**src/rtl/rmm_pkg.sv**
```systemverilog
package rmm_pkg;
  parameter int unsigned WORD_W = 32;
  parameter int unsigned IDX_W = 5;
  localparam int unsigned CNT_W = $clog2(WORD_W);

  typedef logic [WORD_W-1:0] word_t;
  typedef logic [CNT_W-1:0] cnt_t;

  typedef enum logic [1:0] {FILL_ZERO = 2'd0, FILL_KEEP = 2'd1, FILL_SIGN = 2'd2} fill_e;
  typedef enum logic [1:0] {SM_OFF = 2'd0, SM_LOW = 2'd1, SM_HIGH = 2'd2} smask_e;

  // control -> datapath strobes
  typedef struct packed {
    logic capture;
    logic fault;
  } strobe_t;

  // resolved operands for the mask and merge logic
  typedef struct packed {
    cnt_t   rotN;
    cnt_t   endLen;
    logic   endInv;
    fill_e  fill;
    smask_e smode;
  } opsel_t;

  function automatic fill_e fillOf(input logic [2:0] code);
    case (code)
      3'd0, 3'd3, 3'd6: fillOf = FILL_ZERO;
      3'd1, 3'd4, 3'd7: fillOf = FILL_KEEP;
      default:          fillOf = FILL_SIGN;
    endcase
  endfunction

  function automatic smask_e smodeOf(input logic [2:0] code);
    if (code < 3'd3)      smodeOf = SM_OFF;
    else if (code < 3'd6) smodeOf = SM_LOW;
    else                  smodeOf = SM_HIGH;
  endfunction
endpackage

```
**src/rtl/rmm_ctrl.sv**
```systemverilog
module rmm_ctrl
  import rmm_pkg::*;
(
  input  logic             clk,
  input  logic             rst,
  input  logic             inValid,
  input  cnt_t             rotAmt,
  input  logic             dirRight,
  input  cnt_t             endField,
  input  logic             invEnd,
  input  logic [2:0]       mergeCode,
  input  logic             regForm,
  input  logic [IDX_W-1:0] srcIndex,
  input  word_t            rotReg,
  input  word_t            pairWord,
  output strobe_t          stb,
  output opsel_t           ops,
  output logic             wrEn,
  output logic             errFlag
);
  cnt_t rotSel;
  logic endNonZero;
  logic unusedHigh;

  assign unusedHigh = ^{rotReg[WORD_W-1:CNT_W], pairWord[WORD_W-1:CNT_W], srcIndex[IDX_W-1:1]};
  assign endNonZero = |endField;

  always_comb begin
    rotSel = regForm ? rotReg[CNT_W-1:0] : rotAmt;
    ops.rotN = dirRight ? cnt_t'(~rotSel + 1'b1) : rotSel;
    if (regForm)
      ops.endLen = endNonZero ? pairWord[CNT_W-1:0] : '0;
    else
      ops.endLen = endField;
    ops.endInv = invEnd;
    ops.fill   = fillOf(mergeCode);
    ops.smode  = smodeOf(mergeCode);
  end

  always_comb begin
    stb.fault   = inValid && regForm && endNonZero && srcIndex[0];
    stb.capture = inValid && !stb.fault;
  end

  always_ff @(posedge clk) begin
    if (rst) begin
      wrEn    <= 1'b0;
      errFlag <= 1'b0;
    end else begin
      wrEn    <= stb.capture;
      errFlag <= stb.fault;
    end
  end
endmodule

```
**src/rtl/rmm_mask_gen.sv**
```systemverilog
module rmm_mask_gen
  import rmm_pkg::*;
(
  input  opsel_t ops,
  output word_t  compMask
);
  word_t lowN;
  word_t endMask;
  word_t shiftMask;

  always_comb begin
    lowN = ~({WORD_W{1'b1}} << ops.rotN);
    if (ops.endLen == '0)
      endMask = '1;
    else
      endMask = ~({WORD_W{1'b1}} << ops.endLen);
    if (ops.endInv)
      endMask = ~endMask;
    case (ops.smode)
      SM_LOW:  shiftMask = lowN;
      SM_HIGH: shiftMask = ~lowN;
      default: shiftMask = '1;
    endcase
    compMask = shiftMask & endMask;
  end
endmodule

```
**src/rtl/rmm_sign_chain.sv**
```systemverilog
module rmm_sign_chain
  import rmm_pkg::*;
(
  input  word_t base,
  input  word_t compMask,
  output word_t filled
);
  // ordered prefix: each unmasked bit inherits the already-filled bit below
  always_comb begin
    filled = base;
    for (int b = 1; b < WORD_W; b++) begin
      if (!compMask[b])
        filled[b] = filled[b-1];
    end
  end
endmodule

```
**src/rtl/rmm_datapath.sv**
```systemverilog
module rmm_datapath
  import rmm_pkg::*;
(
  input  logic    clk,
  input  logic    rst,
  input  strobe_t stb,
  input  opsel_t  ops,
  input  word_t   srcWord,
  input  word_t   dstOld,
  output word_t   resultWord
);
  logic [2*WORD_W-1:0] doubled;
  word_t rotated;
  word_t compMask;
  word_t masked;
  word_t signFilled;
  word_t nextWord;

  // right by R equals left by the negated count already held in rotN
  assign doubled = {srcWord, srcWord} << ops.rotN;
  assign rotated = doubled[2*WORD_W-1:WORD_W];
  assign masked  = rotated & compMask;

  rmm_mask_gen u_mask (
    .ops      (ops),
    .compMask (compMask)
  );

  rmm_sign_chain u_sign (
    .base     (masked),
    .compMask (compMask),
    .filled   (signFilled)
  );

  always_comb begin
    case (ops.fill)
      FILL_KEEP: nextWord = masked | (dstOld & ~compMask);
      FILL_SIGN: nextWord = signFilled;
      default:   nextWord = masked;
    endcase
  end

  always_ff @(posedge clk) begin
    if (rst)
      resultWord <= '0;
    else if (stb.capture)
      resultWord <= nextWord;
  end
endmodule

```
**src/rtl/rmm_shift_unit.sv**
```systemverilog
module rmm_shift_unit
  import rmm_pkg::*;
(
  input  logic        clk,
  input  logic        rst,
  input  logic        inValid,
  input  logic [31:0] srcWord,
  input  logic [31:0] dstOld,
  input  logic [4:0]  rotAmt,
  input  logic        dirRight,
  input  logic [4:0]  endField,
  input  logic        invEnd,
  input  logic [2:0]  mergeCode,
  input  logic        regForm,
  input  logic [4:0]  srcIndex,
  input  logic [31:0] rotReg,
  input  logic [31:0] pairWord,
  output logic        wrEn,
  output logic [31:0] resultWord,
  output logic        errFlag
);
  strobe_t stb;
  opsel_t  ops;

  rmm_ctrl u_ctrl (
    .clk       (clk),
    .rst       (rst),
    .inValid   (inValid),
    .rotAmt    (rotAmt),
    .dirRight  (dirRight),
    .endField  (endField),
    .invEnd    (invEnd),
    .mergeCode (mergeCode),
    .regForm   (regForm),
    .srcIndex  (srcIndex),
    .rotReg    (rotReg),
    .pairWord  (pairWord),
    .stb       (stb),
    .ops       (ops),
    .wrEn      (wrEn),
    .errFlag   (errFlag)
  );

  rmm_datapath u_dp (
    .clk        (clk),
    .rst        (rst),
    .stb        (stb),
    .ops        (ops),
    .srcWord    (srcWord),
    .dstOld     (dstOld),
    .resultWord (resultWord)
  );
endmodule

```
**config.mk**
```make
export PLATFORM = sky130hd
export DESIGN_NAME = rmm_shift_unit
export DESIGN_NICKNAME = d
export VERILOG_FILES = /design/src/rtl/rmm_pkg.sv /design/src/rtl/rmm_ctrl.sv /design/src/rtl/rmm_mask_gen.sv /design/src/rtl/rmm_sign_chain.sv /design/src/rtl/rmm_datapath.sv /design/src/rtl/rmm_shift_unit.sv
export SDC_FILE = /design/constraint.sdc
export NUM_CORES = 1
export LEC_CHECK = 0
export BUFFER_PORTS_ARGS = -buffer_cell sky130_fd_sc_hd__buf_2
export CAP_MARGIN = 25
export CORE_MARGIN = 2
export CORE_UTILIZATION = 40
export CTS_CLUSTER_DIAMETER = 60
export DETAILED_ROUTE_END_ITERATION = 10
export PLACE_DENSITY = 0.76
export SYNTH_ARGS = -nofsm -noshare
export SYNTH_HDL_FRONTEND = slang
export SYNTH_SLANG_ARGS = --single-unit
```
**constraint.sdc**
```tcl
create_clock -name clk -period 13 [get_ports clk]
set_input_delay 3.9 -clock clk [delete_from_list [all_inputs] [get_ports clk]]
set_output_delay 3.9 -clock clk [all_outputs]
set_load 0.01 [all_outputs]
```
**Word-level counts from Yosys, hierarchy flattened**

Index checks and enable logic that the tools add are counted.

- Shift operators: 3
- Add/sub/neg operators: 1
- Reductions and logical operators: 10
- Magnitude comparators: 2
- Muxes and demuxes: 42
- Equal/unequal tests: 9
- Bitwise logic cells: 10

Operator list:

| operator | count |
|---|---|
| $not 32->32 | 5 |
| $pmux 32 s2 | 2 |
| $and 32x32->32 | 3 |
| $mux 32 | 2 |
| $shl 32x5->32 const A | 2 |
| $shl 64x5->64 | 1 |
| $or 32x32->32 | 1 |
| $mux 1 | 31 |
| $mux 5 | 4 |
| $eq 3x3->1 const B | 3 |
| $reduce_or 3->1 | 2 |
| $add 5x1->5 const B | 1 |
| $logic_not 5->1 | 1 |
| $not 5->5 | 1 |
| $reduce_or 5->1 | 1 |
| $eq 2x1->1 const B | 2 |
| $eq 2x2->1 const B | 2 |
| $logic_and 1x1->1 | 4 |
| $mux 2 | 2 |
| $pmux 2 s2 | 1 |
| $eq 3x1->1 const B | 1 |
| $eq 3x2->1 const B | 1 |
| $logic_not 3->1 | 1 |
| $lt 3x2->1 const B | 1 |
| 2 further kinds | 2 |

- Register bits after elaboration: 34
- Word-level logic and storage cells: 80
- Input bits: 152

**Depth between registers and ports, before layout**

Gate-level depths: netlist (run 1).

- Word-level depth: 42
- Mapped depth: 19
- Mapped depth without buffers: 15

**Modules after synthesis**

A second synthesis (run 1) with hierarchy kept.

- Cell total of the unflattened synthesis: 904
- Area, all modules: 6565.0 sq um

Modules (own cells, without submodules):

| module | area an instance (sq um) | seq. area each (sq um) | instances | cells an instance |
|---|---|---|---|---|
| rmm_datapath | 3963.8 | 640.6 | 1 | 490 |
| rmm_mask_gen | 1530.2 | 0.0 | 1 | 248 |
| rmm_sign_chain | 629.4 | 0.0 | 1 | 104 |
| rmm_ctrl | 441.7 | 40.0 | 1 | 62 |

**Least setup slack after synthesis (run 1)**

Ideal clock, no wire load.

- Path type: input port to flip-flop
- From: in regForm
- To: reg u_dp.resultWord[25]
- Arrival: 7685 ps
- Path buffers: 3
- Setup slack: 5225 ps
- Stages on the path: 18
- Setup time: 91 ps
- Cells stage by stage: mux2_2 > inv_2 > buf_2 > ha_1 > nand2b_1 > o21ai_0 > buf_2 > buf_6 > mux2i_1 > mux2i_1 > a2bb2o_1 > o31a_1 > o211a_1 > a22o_1 > or3_4 > o21ai_1 > o311ai_1 > a311oi_1

- Longest elaborated chain between the ends: 36
- Elaborated cells on any way between the ends: 52
- Those cells by class: add/sub (1); shift (3); mux (32); bitwise (10); reduce/logical (6)

Ends and longest elaborated chain:

| item | line | source |
|---|---|---|
| start, declared | rmm_shift_unit.sv:14 | `input logic regForm,` |
| $mux 5 | rmm_ctrl.sv:29 | `rotSel = regForm ? rotReg[CNT_W-1:0] : rotAmt;` |
| $not 5->5 | rmm_ctrl.sv:30 | `ops.rotN = dirRight ? cnt_t'(~rotSel + 1'b1) : rotSel;` |
| $add 5x1->5 | rmm_ctrl.sv:30 |  |
| $mux 5 | rmm_ctrl.sv:30 |  |
| $shl 32x5->32 | rmm_mask_gen.sv:12 | `lowN = ~({WORD_W{1'b1}} << ops.rotN);` |
| $not 32->32 | rmm_mask_gen.sv:12 |  |
| $not 32->32 | rmm_mask_gen.sv:21 | `SM_HIGH: shiftMask = ~lowN;` |
| $pmux 32 s2 | rmm_mask_gen.sv:19 | `case (ops.smode)` |
| $and 32x32->32 | rmm_mask_gen.sv:24 | `compMask = shiftMask & endMask;` |
| $and 32x32->32 | rmm_datapath.sv:22 | `assign masked = rotated & compMask;` |
| $mux 1 (25 in series) | rmm_sign_chain.sv:12 | `if (!compMask[b])` |
| $pmux 32 s2 | rmm_datapath.sv:36 | `case (ops.fill)` |
| end signal, assigned | rmm_datapath.sv:47 | `resultWord <= nextWord;` |
| end, declared | rmm_datapath.sv:10 | `output word_t resultWord` |

Several ways; a longest one is shown, not always the timed one.
A chain may end at the register's enable or synchronous reset.

**Worst setup path in the final report (run 1)**

- From: in regForm
- To: reg u_dp.resultWord[14]

- Longest elaborated chain between the ends: 25
- Elaborated cells on any way between the ends: 41
- Those cells by class: add/sub (1); shift (3); mux (21); bitwise (10); reduce/logical (6)

Ends and longest elaborated chain:

| item | line |
|---|---|
| $mux 5 | rmm_ctrl.sv:29 |
| $not 5->5 | rmm_ctrl.sv:30 |
| $add 5x1->5 | rmm_ctrl.sv:30 |
| $mux 5 | rmm_ctrl.sv:30 |
| $shl 32x5->32 | rmm_mask_gen.sv:12 |
| $not 32->32 | rmm_mask_gen.sv:12 |
| $not 32->32 | rmm_mask_gen.sv:21 |
| $pmux 32 s2 | rmm_mask_gen.sv:19 |
| $and 32x32->32 | rmm_mask_gen.sv:24 |
| $and 32x32->32 | rmm_datapath.sv:22 |
| $mux 1 (14 in series) | rmm_sign_chain.sv:12 |
| $pmux 32 s2 | rmm_datapath.sv:36 |

Several ways; a longest one is shown, not always the timed one.

==> results.cfg, run 1 <==
[min_path]
holdPathStages = 2
worstHoldStart = u_dp.resultWord[23]
min_path_type = register to register
hold_end = u_dp.resultWord[23]

[yosys]
yosysTopAreaCell = mux2i_1
yosys_warnings = 0
syn_area_per_cell_sq_um = 7.772
synth_edf_count = 0
synthTopCellsByArea = mux2i_1 15%, dfxtp_1 11%, mux4_2 6.4%
syn-cell-area_sq_mm = 0.006350
ys_seq_area_share_pct = 10.72
synth_fp_nets = 970
synth_seq_cells = 34
synth_cell_types = 93
synthFlopType = dfxtp_1
synth_most_common_cell = mux2i_1
synth-async-reset-ratio_pct = 0
synthTopCellsByCount = 98 x mux2i_1, 96 x nand2_1, 56 x nor2_1
yosys.area.top_type_share_pct = 15.45
syn_inst = 817

[floorplanning]
initial_utilization_pct = 40.41
ios = 186
rows = 46
dieArea_sq_mm = 0.01690
fp.dieW_um = 130.0
fp.dieH_um = 130.0
core_sq_mm = 0.01571

[clock_network]
clk_latency_ns = 0.27
cts_setup_buffers = 0
clk_pin_slew_worst_paths_ns = 0.05
cts_sinks = 34
ctsLongestPathBuffers = 2
htree_levels = 2
ctsResizeCount = 0
cts-root-buf = clkbuf_16
tritoncts = yes
cts_buffers = 5
ctsHoldBuffers = 0

[setup_path]
reg2reg_slack_ns = 11.63
crit_buf_inv = 3
r2r-end = u_dp.resultWord[31]
cp-start-kind = input port
cp-end-kind = register
critical_path_required_ns = 13.14
worstPathMaxFanout = 32
regToRegStartpoint = u_dp.resultWord[31]
critical_path_class = input port to register
slowest_delay_ns = 0.69
reg2reg_depth = 5
path_cells = buf_2 -> mux2_2 -> inv_2 -> ha_1 -> nor4bb_1 -> or3_4 -> xor2_4 -> buf_4 -> nor4_1 -> nor4_2 -> o21ai_1 -> o311ai_2 -> a211oi_2 -> a211oi_2 -> a21oi_1 -> a2111oi_2 -> nor3_1
path_delay_family = compound AO/OA/AOI/OAI gates
cpMaxStageDelayCell = mux2_2
cp.arrival_ns = 9.88
cpMostUsedCell = a211oi_2

[detailed_routing]
drtIter0Drc = 868
drc = 0
route.antenna.remaining_nets = 0
vias = 7125
avgViaCountPerCell = 6.384
avgRoutedWirePerCell_um = 19.38
dr.pass1.iters = 5
routed_wl_um = 21630

[cells_and_area]
fin_cells = 1116
fill_cells = 1601
multiInputGateArea_sq_mm = 0.005254
fin_nets = 1053
ff_latch_area_sq_um = 680.7
drive_above_1_share_pct = 24.33
area_growth_pct = 12.81
antenna_cells = 0

[sta]
maxSlewHeadroom_pct = 33.19
clock.fmax_ghz = 0.1027
holdWs_ns = 0.4473
min_period_ns = 9.733
hold_viol_final = 0
rsz0062_at_grt = false
setup_tns_ns = 0
worstMarginPinSlew_ns = 1.002
skew_ns = 0
report.final.slew_viol_count = 0
fin_ws_ns = 3.268
finalSetupViolations = 0
finalCritPeriodShare_pct = 74.87

[place]
portBuffers = 127
gp_congestion = 1.003
dp.cells = 1108
dp_hpwl_um = 17350
dpl_worst_slack_ns = 3.052

[global_routing]
gr-total-overflow = 0
grt_max_degree = 39
grt_pass1_wl_um = 33680
track_usage_pct = 24.79
first_global_vias = 6275
antenna_found_initial = 0

[pwr]
p_leak_nw = 2.942
irDropWorstVdd_uv = 58.35
p_per_area_mw_per_mm2 = 106.6

[run_status]
status = complete, no violations

[run]
cap_violations = 0
-- final cells by class --
type                    instances  share of cell area, %
multi-input cells             705                  73.34
repair buffers                141                  10.34
flip-flops and latches         34                  9.502
well taps                     216                  3.773
clock buffers                   6                  1.939
inverters                      13                 0.6812
clock inverters                 1                 0.4192
-- power breakdown --
part / switching [mW] / leakage, nW / internal [mW] / total [mW]
combinational: 0.311 / 2.58 / 0.193 / 0.504
sequential: 0.00587 / 0.280 / 0.116 / 0.122
clock: 0.0426 / 0.0829 / 0.0945 / 0.137
total: 0.360 / 2.94 / 0.404 / 0.764
-- routing by layer --
| layer | vias up | track usage [%] | share of wire (%) |
|---|---|---|---|
| met1 | 3318 | 35.04 | 43 |
| met5 | - | 0 | 0 |
| met4 | 0 | 6.831 | 2.5 |
| met3 | 44 | 3.813 | 11 |
| met2 | 418 | 39.27 | 44 |
| li1 | 3345 | - | - |
-- registers in the layout, summed over array words and instances (netlist names) --
signal and flops:
u_ctrl.errFlag 1, u_dp.resultWord 32, u_ctrl.wrEn 1
-- stage by stage --
stage / utilization (%) / cell area, sq um / power (mW)
global placement: 44.47 / 6987 / 0.6071
floorplan: - / 6350 / 0.4908
CTS: 45.54 / 7156 / 0.7507
global route: 45.59 / 7163 / 0.8067
finish: 45.59 / 7163 / 0.7637
detailed placement: 44.47 / 6987 / 0.6133
-- worst max path at each step --
stage               cells after the start             endpoint  slack [ns]  startpoint
global placement                       17  u_dp.resultWord[14]        3.11     regForm
CTS                                    17  u_dp.resultWord[14]        3.33     regForm
finish                                 17  u_dp.resultWord[14]        3.27     regForm
global route                           17  u_dp.resultWord[14]        2.90     regForm
detailed placement                     17  u_dp.resultWord[14]        3.05     regForm
floorplan                              18  u_dp.resultWord[25]        5.22     regForm
-- cell families after synthesis --
group / after synthesis / share of synthesized area (%)
compound gates: 270 / 30.98
xor+xnor: 33 / 5.380
fa+ha+maj: 1 / 0.1970
buf+inv: 78 / 6.956
flops: 34 / 10.72
mux: 128 / 24.32
simple gates: 273 / 21.46
-- tightest hold or removal path: cells and delay by family, from the launching register on --
family | cells | cell delay, ns
DFF | 1 | 0.30
and+or+nand+nor | 1 | 0.05
AOI/OAI and AO/OA | 1 | 0.05
-- placed cells by master (no fill, tap or decap), drive strengths merged, types with 16 or more instances in the layout --
master  count
a211oi     16
a21oi      54
a311oi     17
buf       141
dfxtp      34
mux2i     100
mux4       18
nand2      97
nand3      27
nor2       58
nor3       19
o211ai     23
o21ai      47
xnor2      31
Power figures use the tool's default switching activity.
==> run 2: changes to the inputs <==
- clock period: 13 -> 9.03 ns (I/O delays scaled with it)
==> results.cfg, run 2 (synthesis results as in run 1) <==
[run_status]
status = complete, no violations

[place]
portBuffers = 127
dp.cells = 1111
dpl_cell_area_sq_mm = 0.007022
dp_hpwl_um = 17500
gp_congestion = 1.005

[detailed_routing]
dr.pass1.iters = 8
drtIter0Drc = 1029
route.antenna.remaining_nets = 0
avgRoutedWirePerCell_um = 19.61
avgViaCountPerCell = 6.423
routed_wl_um = 21970
vias = 7194
drc = 0

[clock_network]
htree_levels = 2
cts_sinks = 34
clk_pin_slew_worst_paths_ns = 0.06
tritoncts = yes
ctsResizeCount = 0
clk_latency_ns = 0.28
cts_buffers = 5
ctsLongestPathBuffers = 2
cts_setup_buffers = 0
cts-root-buf = clkbuf_16
ctsHoldBuffers = 0

[setup_path]
worstPathMaxFanout = 32
cp-start-kind = input port
crit_buf_inv = 2
cpMostUsedCell = a211oi_2
critical_path_class = input port to register
path_delay_family = compound AO/OA/AOI/OAI gates
cpMaxStageDelayCell = mux2_2
slowest_delay_ns = 0.69
cp.arrival_ns = 8.24
path_cells = buf_2 -> mux2_2 -> inv_2 -> ha_1 -> and2b_1 -> xor2_4 -> nand2_1 -> o31a_1 -> nor4_2 -> o21ai_1 -> o311ai_2 -> a211oi_2 -> a211oi_2 -> a21oi_1 -> a2111oi_2 -> nor3_1
cp-end-kind = register
critical_path_required_ns = 9.17

[sta]
finalCritPeriodShare_pct = 89.62
clock.fmax_ghz = 0.1236
report.final.slew_viol_count = 0
maxSlewHeadroom_pct = 38.13
setup_tns_ns = 0
skew_ns = 0
finalSetupViolations = 0
min_period_ns = 8.092
worstMarginPinSlew_ns = 0.9217
rsz0062_at_grt = false
hold_viol_final = 0

[cells_and_area]
area_growth_pct = 13.08
final_cell_mix = 127 x buf_2, 98 x mux2i_1, 96 x nand2_1
final_common_cell = buf_2
fin_nets = 1056
largest_reg_flops = 32
regMostFlops = u_dp.resultWord
drive_above_1_share_pct = 24.67
final_area_sq_mm = 0.007181
fin_cells = 1120
reg_top3 = u_dp.resultWord x32, u_ctrl.errFlag x1, u_ctrl.wrEn x1
fill_cells = 1590
antenna_cells = 0

[global_routing]
antenna_found_initial = 0
track_usage_pct = 25.05
gr-total-overflow = 0
grt_max_degree = 34
grt_pass1_wl_um = 33840
first_global_vias = 6324

[floorplanning]
dieArea_sq_mm = 0.01690
rows = 46
initial_utilization_pct = 40.41
fp.dieW_um = 130.0
ios = 186
core_sq_mm = 0.01571
fp.dieH_um = 130.0

[pwr]
irDropWorstVdd_uv = 114.4
p_leak_nw = 2.951
p_per_area_mw_per_mm2 = 151.1

[min_path]
min_path_type = register to register

[run]
cap_violations = 0
## run 2: cell types whose count changed in the layout (fill, tap and decap cells not counted), sizes merged
cell / previous run / this run
clkinvlp: 0 / 1
clkinv: 1 / 2
buf: 141 / 144
bufinv: 1 / 0
## run 2: through the flow
stage | power, mW | util, % | setup WS [ns] | hold slack (ns)
2_1_floorplan | 0.7065 | - | 2.446 | 0.4762
3_3_place_gp | 0.8757 | 44.69 | 0.9796 | 0.4377
3_5_place_dp | 0.8856 | 44.69 | 0.8910 | 0.4456
4_1_cts | 1.060 | 45.65 | 1.136 | 0.4532
5_1_grt | 1.143 | 45.70 | 0.7681 | 0.4746
6_report | 1.085 | 45.70 | 0.9377 | 0.4499
## run 2: where the power goes
part / switching, mW / internal, mW
logic: 0.454 / 0.281
registers: 0.00872 / 0.168
clock network: 0.0646 / 0.109
## run 2: worst reg2reg max path, cell delays in order (launching register included)
cell and delay, ns:
dfxtp_1 0.34, nor2_1 0.05, nor2_1 0.12, nand3_1 0.12, or3b_2 0.47, o221ai_1 0.17
## run 2: worst paths after layout
kind	startpoint	end	slack [ns]	cells after the start
setup / recovery	regForm	u_dp.resultWord[14]	0.94	16
hold / removal	u_dp.resultWord[6]	u_dp.resultWord[6]	0.45	2
setup reg to reg	u_dp.resultWord[31]	u_dp.resultWord[31]	7.67	5
hold reg to reg	u_dp.resultWord[6]	u_dp.resultWord[6]	0.45	2
## run 2: final cells by class
type | count | area, sq um | share of cell area [%]
inverters | 13 | 48.80 | 0.6796
flip-flops and latches | 34 | 680.7 | 9.479
clock inverters | 2 | 12.51 | 0.1742
well taps | 216 | 270.3 | 3.764
multi-input cells | 705 | 5254 | 73.17
repair buffers | 144 | 775.7 | 10.80
clock buffers | 6 | 138.9 | 1.934
## run 2: layer usage
layer  track usage (%)  vias to the layer above  wire, um
li1                  -                     3336         -
met1             34.90                     3340      9249
met2             40.01                      463      9769
met3             5.084                       55      2450
met4             5.566                        0       495
met5                 0                        -         0
